==> config.mk <==
export PLATFORM = sky130hd
export DESIGN_NAME = gpio_port_ctrl
export DESIGN_NICKNAME = d
export VERILOG_FILES = /design/src/rtl/gpio_pkg.sv /design/src/rtl/gpio_sync.sv /design/src/rtl/gpio_regs.sv /design/src/rtl/gpio_pad_ctrl.sv /design/src/rtl/gpio_port_ctrl.sv
export SDC_FILE = /design/constraint.sdc
export NUM_CORES = 1
export LEC_CHECK = 0
export ABC_AREA = 1
export BUFFER_PORTS_ARGS = -buffer_cell sky130_fd_sc_hd__buf_2
export CAP_MARGIN = 20
export CORE_UTILIZATION = 30
export CTS_BUF_LIST = sky130_fd_sc_hd__clkbuf_8
export DETAILED_ROUTE_END_ITERATION = 7
export SLEW_MARGIN = 15
export SYNTH_ARGS = -nofsm -noshare
export SYNTH_HDL_FRONTEND = slang
export SYNTH_SLANG_ARGS = --single-unit
export TNS_END_PERCENT = 50
==> constraint.sdc <==
create_clock -name clk_i -period 0.8 [get_ports clk_i]
set_input_delay 0 -clock clk_i [delete_from_list [all_inputs] [get_ports clk_i]]
set_output_delay 0 -clock clk_i [all_outputs]
set_load 0.01 [all_outputs]
==> src/rtl/gpio_pkg.sv <==
package gpio_pkg;
  localparam int unsigned NUM_PINS = 5;
  localparam int unsigned BUS_W    = 8;
  localparam int unsigned ADDR_W   = 2;

  typedef enum logic [ADDR_W-1:0] {
    ADDR_DIR  = 2'd0,
    ADDR_DATA = 2'd1,
    ADDR_PORT = 2'd2,
    ADDR_NONE = 2'd3
  } reg_addr_e;
endpackage

==> src/rtl/gpio_sync.sv <==
module gpio_sync #(
  parameter int unsigned WIDTH  = 5,
  parameter int unsigned STAGES = 2
) (
  input  logic             clk_i,
  input  logic             rst_ni,
  input  logic [WIDTH-1:0] d_i,
  output logic [WIDTH-1:0] q_o
);
  logic [WIDTH-1:0] stage_q [STAGES];

  always_ff @(posedge clk_i or negedge rst_ni) begin
    if (!rst_ni) begin
      for (int s = 0; s < STAGES; s++) stage_q[s] <= '0;
    end else begin
      stage_q[0] <= d_i;
      for (int s = 1; s < STAGES; s++) stage_q[s] <= stage_q[s-1];
    end
  end

  assign q_o = stage_q[STAGES-1];
endmodule

==> src/rtl/gpio_regs.sv <==
module gpio_regs
  import gpio_pkg::*;
#(
  parameter int unsigned N = NUM_PINS
) (
  input  logic                clk_i,
  input  logic                rst_ni,
  input  logic                hw_stby_i,
  input  logic                part_rst_i,
  input  logic                wr_en_i,
  input  logic [ADDR_W-1:0]   addr_i,
  input  logic [N-1:0]        wdata_i,
  output logic [N-1:0]        dir_o,
  output logic [N-1:0]        data_o
);
  logic [N-1:0] dir_q, data_q;
  logic         wr_ok;

  assign wr_ok = wr_en_i && !hw_stby_i && !part_rst_i;

  always_ff @(posedge clk_i or negedge rst_ni) begin
    if (!rst_ni) begin
      dir_q <= '0;
    end else if (hw_stby_i || part_rst_i) begin
      dir_q <= '0;
    end else if (wr_ok && addr_i == ADDR_DIR) begin
      dir_q <= wdata_i;
    end
  end

  // data latch survives the partial reset
  always_ff @(posedge clk_i or negedge rst_ni) begin
    if (!rst_ni) begin
      data_q <= '0;
    end else if (hw_stby_i) begin
      data_q <= '0;
    end else if (wr_ok && addr_i == ADDR_DATA) begin
      data_q <= wdata_i;
    end
  end

  assign dir_o  = dir_q;
  assign data_o = data_q;
endmodule

==> src/rtl/gpio_pad_ctrl.sv <==
module gpio_pad_ctrl #(
  parameter int unsigned N       = 5,
  parameter int unsigned ALT_PIN = 0
) (
  input  logic [N-1:0] dir_i,
  input  logic [N-1:0] data_i,
  input  logic [N-1:0] pin_sync_i,
  input  logic         alt_en_i,
  input  logic         alt_val_i,
  output logic [N-1:0] pin_o,
  output logic [N-1:0] pin_oe_o,
  output logic [N-1:0] port_view_o
);
  for (genvar i = 0; i < N; i++) begin : g_pin
    assign port_view_o[i] = dir_i[i] ? data_i[i] : pin_sync_i[i];
    if (i == ALT_PIN) begin : g_alt
      assign pin_o[i]    = alt_en_i ? alt_val_i : data_i[i];
      assign pin_oe_o[i] = alt_en_i | dir_i[i];
    end else begin : g_plain
      assign pin_o[i]    = data_i[i];
      assign pin_oe_o[i] = dir_i[i];
    end
  end
endmodule

==> src/rtl/gpio_port_ctrl.sv <==
module gpio_port_ctrl
  import gpio_pkg::*;
#(
  parameter int unsigned N      = NUM_PINS,
  parameter int unsigned DW     = BUS_W,
  parameter int unsigned SYNC_N = 2
) (
  input  logic              clk_i,
  input  logic              rst_ni,
  input  logic              hw_stby_i,
  input  logic              part_rst_i,
  input  logic              wr_en_i,
  input  logic [ADDR_W-1:0] addr_i,
  input  logic [DW-1:0]     wdata_i,
  output logic [DW-1:0]     rdata_o,
  input  logic [N-1:0]      pin_i,
  output logic [N-1:0]      pin_o,
  output logic [N-1:0]      pin_oe_o,
  input  logic              mem_if_en_i,
  input  logic              strobe_i
);
  localparam int unsigned PAD_W = DW - N;

  logic [N-1:0] dir_q, data_q, pin_sync, port_view;

  gpio_sync #(.WIDTH(N), .STAGES(SYNC_N)) u_sync (
    .clk_i (clk_i),
    .rst_ni(rst_ni),
    .d_i   (pin_i),
    .q_o   (pin_sync)
  );

  gpio_regs #(.N(N)) u_regs (
    .clk_i     (clk_i),
    .rst_ni    (rst_ni),
    .hw_stby_i (hw_stby_i),
    .part_rst_i(part_rst_i),
    .wr_en_i   (wr_en_i),
    .addr_i    (addr_i),
    .wdata_i   (wdata_i[N-1:0]),
    .dir_o     (dir_q),
    .data_o    (data_q)
  );

  gpio_pad_ctrl #(.N(N), .ALT_PIN(0)) u_pad (
    .dir_i      (dir_q),
    .data_i     (data_q),
    .pin_sync_i (pin_sync),
    .alt_en_i   (mem_if_en_i),
    .alt_val_i  (strobe_i),
    .pin_o      (pin_o),
    .pin_oe_o   (pin_oe_o),
    .port_view_o(port_view)
  );

  always_comb begin
    unique case (addr_i)
      ADDR_DIR:  rdata_o = {{PAD_W{1'b0}}, dir_q};
      ADDR_DATA: rdata_o = {{PAD_W{1'b0}}, data_q};
      ADDR_PORT: rdata_o = {{PAD_W{1'b0}}, port_view};
      default:   rdata_o = '0;
    endcase
  end
endmodule

==> qor.yml, run 1 <==
detailed_routing:
  routedWlPerCell_microns: 10.6
  wl_mm: 2.13
  vias: 890
  drcViolationCount: 0
  viasPerCell: 4.45
  dr.pass1.iters: 5
  drt_iter0_markers: 22
  ant_nets: 0
clock_tree:
  clk_pin_slew_worst_paths_ns: 0.07
  numCtsBuffers: 3
  clk_latency_ns: 0.25
  clockBufferDepth: 2
  cts_root_buf: "clkbuf_8"
  clock_sinks: 20
  cts_tree: "yes"
  htreeDepth: 1
final_layout:
  design_area_sq_um: 1390
  multi_input_area_sq_um: 323
  area_growth_pct: 47.1
  nFillCells: 278
  fin_nets: 181
  regArea_sq_um: 500
  drive_gt1_share_pct: 39.2
  diodes: 0
logic_synthesis:
  async_flop_share_pct: 100
  ys_types: 15
  synthesis.area_sq_um: 943
  syn_inst: 106
  synth_top_cells_by_area: "dfrtp_1 53%, nand2_1 12%, buf_4 9.5%"
  synth_seq_cells: 20
  yosysWarnings: 0
  syn_avg_cell_area_sq_um: 8.90
  netlist.area_leader.share_pct: 53.1
  yosys.cell_count.top_type: "nand2_1"
  yosysTopAreaCell: "dfrtp_1"
  ys_seq_area_share_pct: 53.1
  synth_edf_count: 0
  synthTopCellsByCount: "29 x nand2_1, 20 x dfrtp_1, 12 x buf_4"
  synth_ff_type: "dfrtp_1"
setup_path:
  crit_required_ns: 0.80
  worstPathMaxFanout: 3
  cp-start-kind: "flop"
  cp.arrival_ns: 1.09
  rr_startpoint: "u_regs.data_o[4]$_DFFE_PN0P_"
  cp-end-kind: "primary output"
  startpoint: "u_regs.data_o[3]$_DFFE_PN0P_"
  worstSetupPathType: "flop to primary output"
placed_design:
  post_dp_cell_area_sq_um: 1170
  port_buffers: 33
  globalplace.congestion: 0.813
  dp.final_hpwl_mm: 1.48
sta:
  finalCritPeriodShare_pct: 136
  rsz0062_at_grt: "true"
  setup_viol: 17
  finalWorstSetupSlack_ns: -0.287
  max_freq_mhz: 920
  post-route-min-period_ns: 1.09
  skew_ns: 0.000111
  hold_violations: 0
  slew_viol_final: 0
die:
  die_y_microns: 58.1
  pin_count: 40
  start_util_pct: 32.8
  die_w_microns: 58.1
  fp.coreArea_sq_um: 2880
  die_area_sq_um: 3370
  placementRows: 19
global_routing:
  grt_max_degree: 21
  grtUsageTotal_pct: 13.3
  grt_antenna_before_repair: 0
  grt_pass1_vias: 802
  overflow: 0
  grt_pass1_wl_mm: 3.44
flow_run:
  maxCapViolations: 0
pwr:
  netSwitchingFraction_pct: 22.8
  internal_power_mw: 1.62
  leakagePower_nw: 0.745
  power_density_nw_per_um2: 1510
  p_comb_share_pct: 13.7
  ir_drop_v: 0.00103
  power.share.clock_pct: 35.9
  switching_power_mw: 0.478
  finalPower_mw: 2.10
  p_seq_share_pct: 50.4
min_path:
  min_from: "wdata_i[1]"
  min_path_type: "input port to flop"
outcome:
  violations: "negative setup slack"
  outcome: "finished, violations left"
==> layout by cell type (no fill, tap or decap) <==
master         Yosys  layout
nand2_1           29      29
buf_2              2      29
dfrtp_1           20      20
buf_4             12      16
nand3_1           11      11
nand4_1           10      10
buf_6              0       9
inv_1              8       7
dlygate4sd3_1      0       6
o211ai_1           5       5
clkbuf_8           0       4
nor2_1             3       3
conb_1             1       3
nand3b_1           1       1
nor2_2             1       1
inv_2              0       1
o21ai_1            0       1
or2_4              0       1
a21oi_2            1       1
==> metrics by stage <==
stage               setup TNS [ns]  hold slack (ns)  setup slack [ns]  util (%)  instances
floorplan                        0           -0.296            0.0924         -        108
global placement          -0.00919          -0.0290          -0.00676      40.8        183
detailed placement         -0.0663          -0.0234           -0.0189      40.8        183
CTS                          -2.24          0.00517            -0.294      46.1        194
global route                 -3.24           0.0156            -0.365      48.2        200
finish                       -2.36          0.00986            -0.287      48.2        200
==> critical path, cell delays in order, from the launching register on <==
cell and delay (ns):
dfrtp_1 0.40, inv_1 0.06, nand2_1 0.04, o211ai_1 0.09
nand3_1 0.09, buf_2 0.15
==> worst paths after layout <==
kind	end	slack (ns)	cells past startpoint
worst max register to register	u_regs.data_o[4]$_DFFE_PN0P_	-0.09	4
worst min register to register	u_sync.q_o[4]$_DFF_PN0_	0.35	0
min in group asynchronous	u_sync.stage_q[6]$_DFF_PN0_	0.21	2
worst max-delay path	rdata_o[3]	-0.29	5
worst min-delay path	u_regs.dir_o[1]$_DFFE_PN0P_	0.01	3
max in group asynchronous	u_regs.dir_o[0]$_DFFE_PN0P_	0.28	2
==> per-layer routing <==
layer | global-route usage (%) | vias up | wire length [microns]
li1 | - | 443 | -
met1 | 16.9 | 415 | 1010
met2 | 23.0 | 30 | 998
met3 | 2.46 | 2 | 95
met4 | 4.08 | 0 | 17
met5 | 0 | - | 0
==> logic make-up after synthesis <==
group | count (synthesis) | share of synthesized area, %
simple gates | 56 | 27.3
other cells | 1 | 0.397
buf+inv | 22 | 13.8
compound gates | 7 | 5.44
flops | 20 | 53.1
==> power groups by stage <==
| stage | clock (mW) | sequential (mW) | combinational (mW) |
|---|---|---|---|
| floorplan | 0 | 1.08 | 0.118 |
| detailed placement | 0 | 1.08 | 0.243 |
| global placement | 0 | 1.08 | 0.241 |
| global route | 0.841 | 1.06 | 0.317 |
| finish | 0.754 | 1.06 | 0.288 |
| CTS | 0.779 | 1.06 | 0.277 |
==> final cells by class <==
| class | instances | area share (%) |
|---|---|---|
| Multi-Input combinational cell | 66 | 23.3 |
| Sequential cell | 20 | 36.1 |
| Timing Repair Buffer | 60 | 30.7 |
| Clock buffer | 4 | 3.97 |
| Tap cell | 42 | 3.79 |
| Inverter | 8 | 2.16 |
==> what timing repair did <==
item                       in CTS  in global routing
buffers inserted                1                  7
gates resized for setup         8                  4
hold endpoints to repair       25                  0
pin swaps                       2                  4
hold buffers                    6                  0
setup endpoints to repair      15                 20
==> state kept, by name, indices dropped and copies added, names as in the netlist <==
| signal | flops |
|---|---|
| u_sync.q_o | 5 |
| u_sync.stage_q | 5 |
| u_regs.dir_o | 5 |
| u_regs.data_o | 5 |
(Power assumes the default switching activity.)
==> run 2, diff against run 1 <==
- SKIP_LAST_GASP: default -> 1
==> run 2 against run 1 <==
  * The run still ends with negative setup slack left
  * Clock power up 0.5%
  * First-iteration DRC count down 14%
  * Combinational power down 2%
  * Critical path type unchanged
  * Highest routed layer unchanged
  * Fmax up 0.21%
  * Largest power group unchanged
==> qor.yml, run 2 (synthesized netlist as in run 1, its figures left out) <==
sta:
  hold_violations: 0  # unchanged
  setup_viol: 17  # unchanged
  skew_ns: 0.000139  # +0.0000275 ns
  max_freq_mhz: 922  # +0.21%
  finalCritPeriodShare_pct: 136  # -0.28 points
  final.setup.tns_ns: -2.29  # +0.0729 ns
  finalWorstSetupSlack_ns: -0.285  # +0.00225 ns
  post-route-min-period_ns: 1.09  # -0.00225 ns
  rsz0062_at_grt: "true"
  slew_viol_final: 0  # unchanged
pwr:
  leakagePower_nw: 0.737  # -0.99%
  power_density_nw_per_um2: 1540  # +1.5%
  ir_drop_v: 0.00104  # +0.37%
setup_path:
  cp-start-kind: "flop"
  cp.arrival_ns: 1.09  # about the same
  rr_startpoint: "u_regs.data_o[4]$_DFFE_PN0P_"
  cp.buffers_inverters: 1  # -1
  cp-end-kind: "primary output"
  crit_chain: "o211ai_1 > nand3_1 > buf_2"
  reg2regPathDepth: 4  # unchanged
  slowest_delay_ns: 0.42  # +0.02 ns
  worstSetupPathType: "flop to primary output"
  path_depth: 3  # -2
  startpoint: "u_regs.dir_o[3]$_DFFE_PN0P_"
  worstPathMaxFanout: 5  # +2
  cp_top_family: "flip-flops"
  crit_required_ns: 0.80  # about the same
  crit_path_top_delay_cell: "dfrtp_1"
clock_tree:
  clockBufferDepth: 2  # unchanged
  clk_latency_ns: 0.25  # about the same
  clk_pin_slew_worst_paths_ns: 0.07  # about the same
  htreeDepth: 1  # unchanged
  cts_root_buf: "clkbuf_8"
  numCtsBuffers: 3  # unchanged
  cts_tree: "yes"
  clock_sinks: 20  # unchanged
die:
  start_util_pct: 32.8  # unchanged
  die_w_microns: 58.1  # unchanged
  pin_count: 40  # unchanged
  placementRows: 19  # unchanged
  fp.coreArea_sq_um: 2880  # unchanged
  die_y_microns: 58.1  # unchanged
  die_area_sq_um: 3370  # unchanged
detailed_routing:
  wl_mm: 2.09  # -1.7%
  vias: 881  # -1.0%
  viasPerCell: 4.43  # -0.51%
  drt_iter0_markers: 19  # -14%
  highest_layer: "met4"
  wl_met1_mm: 1.01  # -0.69%
  wl_met2_microns: 977  # -2.1%
  drcViolationCount: 0  # unchanged
  routedWlPerCell_microns: 10.5  # -1.2%
  met3_length_microns: 86  # -9.5%
  ant_nets: 0  # unchanged
  dr.pass1.iters: 4  # -1
final_layout:
  fin_nets: 180  # -0.55%
  diodes: 0  # unchanged
  nFillCells: 280  # +0.72%
  regArea_sq_um: 500  # unchanged
  multi_input_area_sq_um: 323  # unchanged
  final_common_cell: "buf_2"
  final_cell_mix: "30 x buf_2, 29 x nand2_1, 20 x dfrtp_1, 17 x buf_4, 11 x nand3_1"
  area_growth_pct: 44.8
  drive_gt1_share_pct: 38.9  # -0.39 points
global_routing:
  grt_max_degree: 21  # unchanged
  overflow: 0  # unchanged
  grt_pass1_wl_mm: 3.44  # unchanged
  grt_antenna_before_repair: 0  # unchanged
  grt_pass1_vias: 802  # unchanged
  grtUsageTotal_pct: 13.3  # unchanged
flow_run:
  maxCapViolations: 0  # unchanged
min_path:
  min_path_cells: 3  # unchanged
  min_from: "wdata_i[0]"
  min_path_type: "input port to flop"
placed_design:
  pre_cts_ws_ns: -0.0189  # unchanged
  dp.final_hpwl_mm: 1.48  # unchanged
  port_buffers: 33  # unchanged
  globalplace.congestion: 0.813  # unchanged
outcome:
  outcome: "finished, violations left"
  violations: "negative setup slack"
-- run 2: area by class of cell --
class | instances | area share (%)
Sequential cell | 20 | 36.6
Timing Repair Buffer | 59 | 29.7
Multi-Input combinational cell | 66 | 23.6
Clock buffer | 4 | 4.03
Tap cell | 42 | 3.85
Inverter | 8 | 2.20
-- run 2: repair_timing --
action / CTS / global route
setup endpoints to repair: 15 / 19
resized for setup: 6 / 3
hold buffers: 6 / 0
setup buffers: 1 / 6
pin swaps: 1 / 3
endpoints found under the hold margin: 25 / 0
-- run 2: where the power goes --
part / internal, mW / total [mW] / switching [mW]
clock network: 0.438 / 0.758 / 0.320
registers: 1.04 / 1.06 / 0.0143
logic: 0.136 / 0.283 / 0.147
total: 1.62 / 2.10 / 0.481
-- run 2: worst paths after layout --
kind,end,slack (ns)
max in group asynchronous,u_sync.q_o[3]$_DFF_PN0_,0.28
min in group asynchronous,u_sync.stage_q[6]$_DFF_PN0_,0.21
worst max-delay path,rdata_o[3],-0.29
worst min register to register,u_sync.q_o[4]$_DFF_PN0_,0.35
worst min-delay path,u_regs.data_o[0]$_DFFE_PN0P_,0.009
worst max register to register,u_regs.data_o[4]$_DFFE_PN0P_,-0.09
-- run 2: per-stage QoR --
step                      util [%]  hold slack [ns]  total power [mW]  instance area, sq um  std cells
after floorplan                  -           -0.296              1.19                   951        108
after global placement        40.8          -0.0290              1.32                  1170        183
after detailed placement      40.8          -0.0234              1.32                  1170        183
after CTS                     45.8          0.00517              2.11                  1320        194
after global routing          47.5           0.0156              2.21                  1370        199
final                         47.5          0.00855              2.10                  1370        199
-- run 2: routing by layer --
metal / vias up / global-route usage [%]
li1: 441 / -
met1: 410 / 16.9
met2: 28 / 23.0
met3: 2 / 2.46
met4: 0 / 4.08
met5: - / 0
-- run 2: worst reg2reg max path, cell delays in order, from the launching register on --
cell     delay (ns)
dfrtp_1        0.41
buf_4          0.14
buf_4          0.12
nand3_1        0.07
nand2_1        0.05
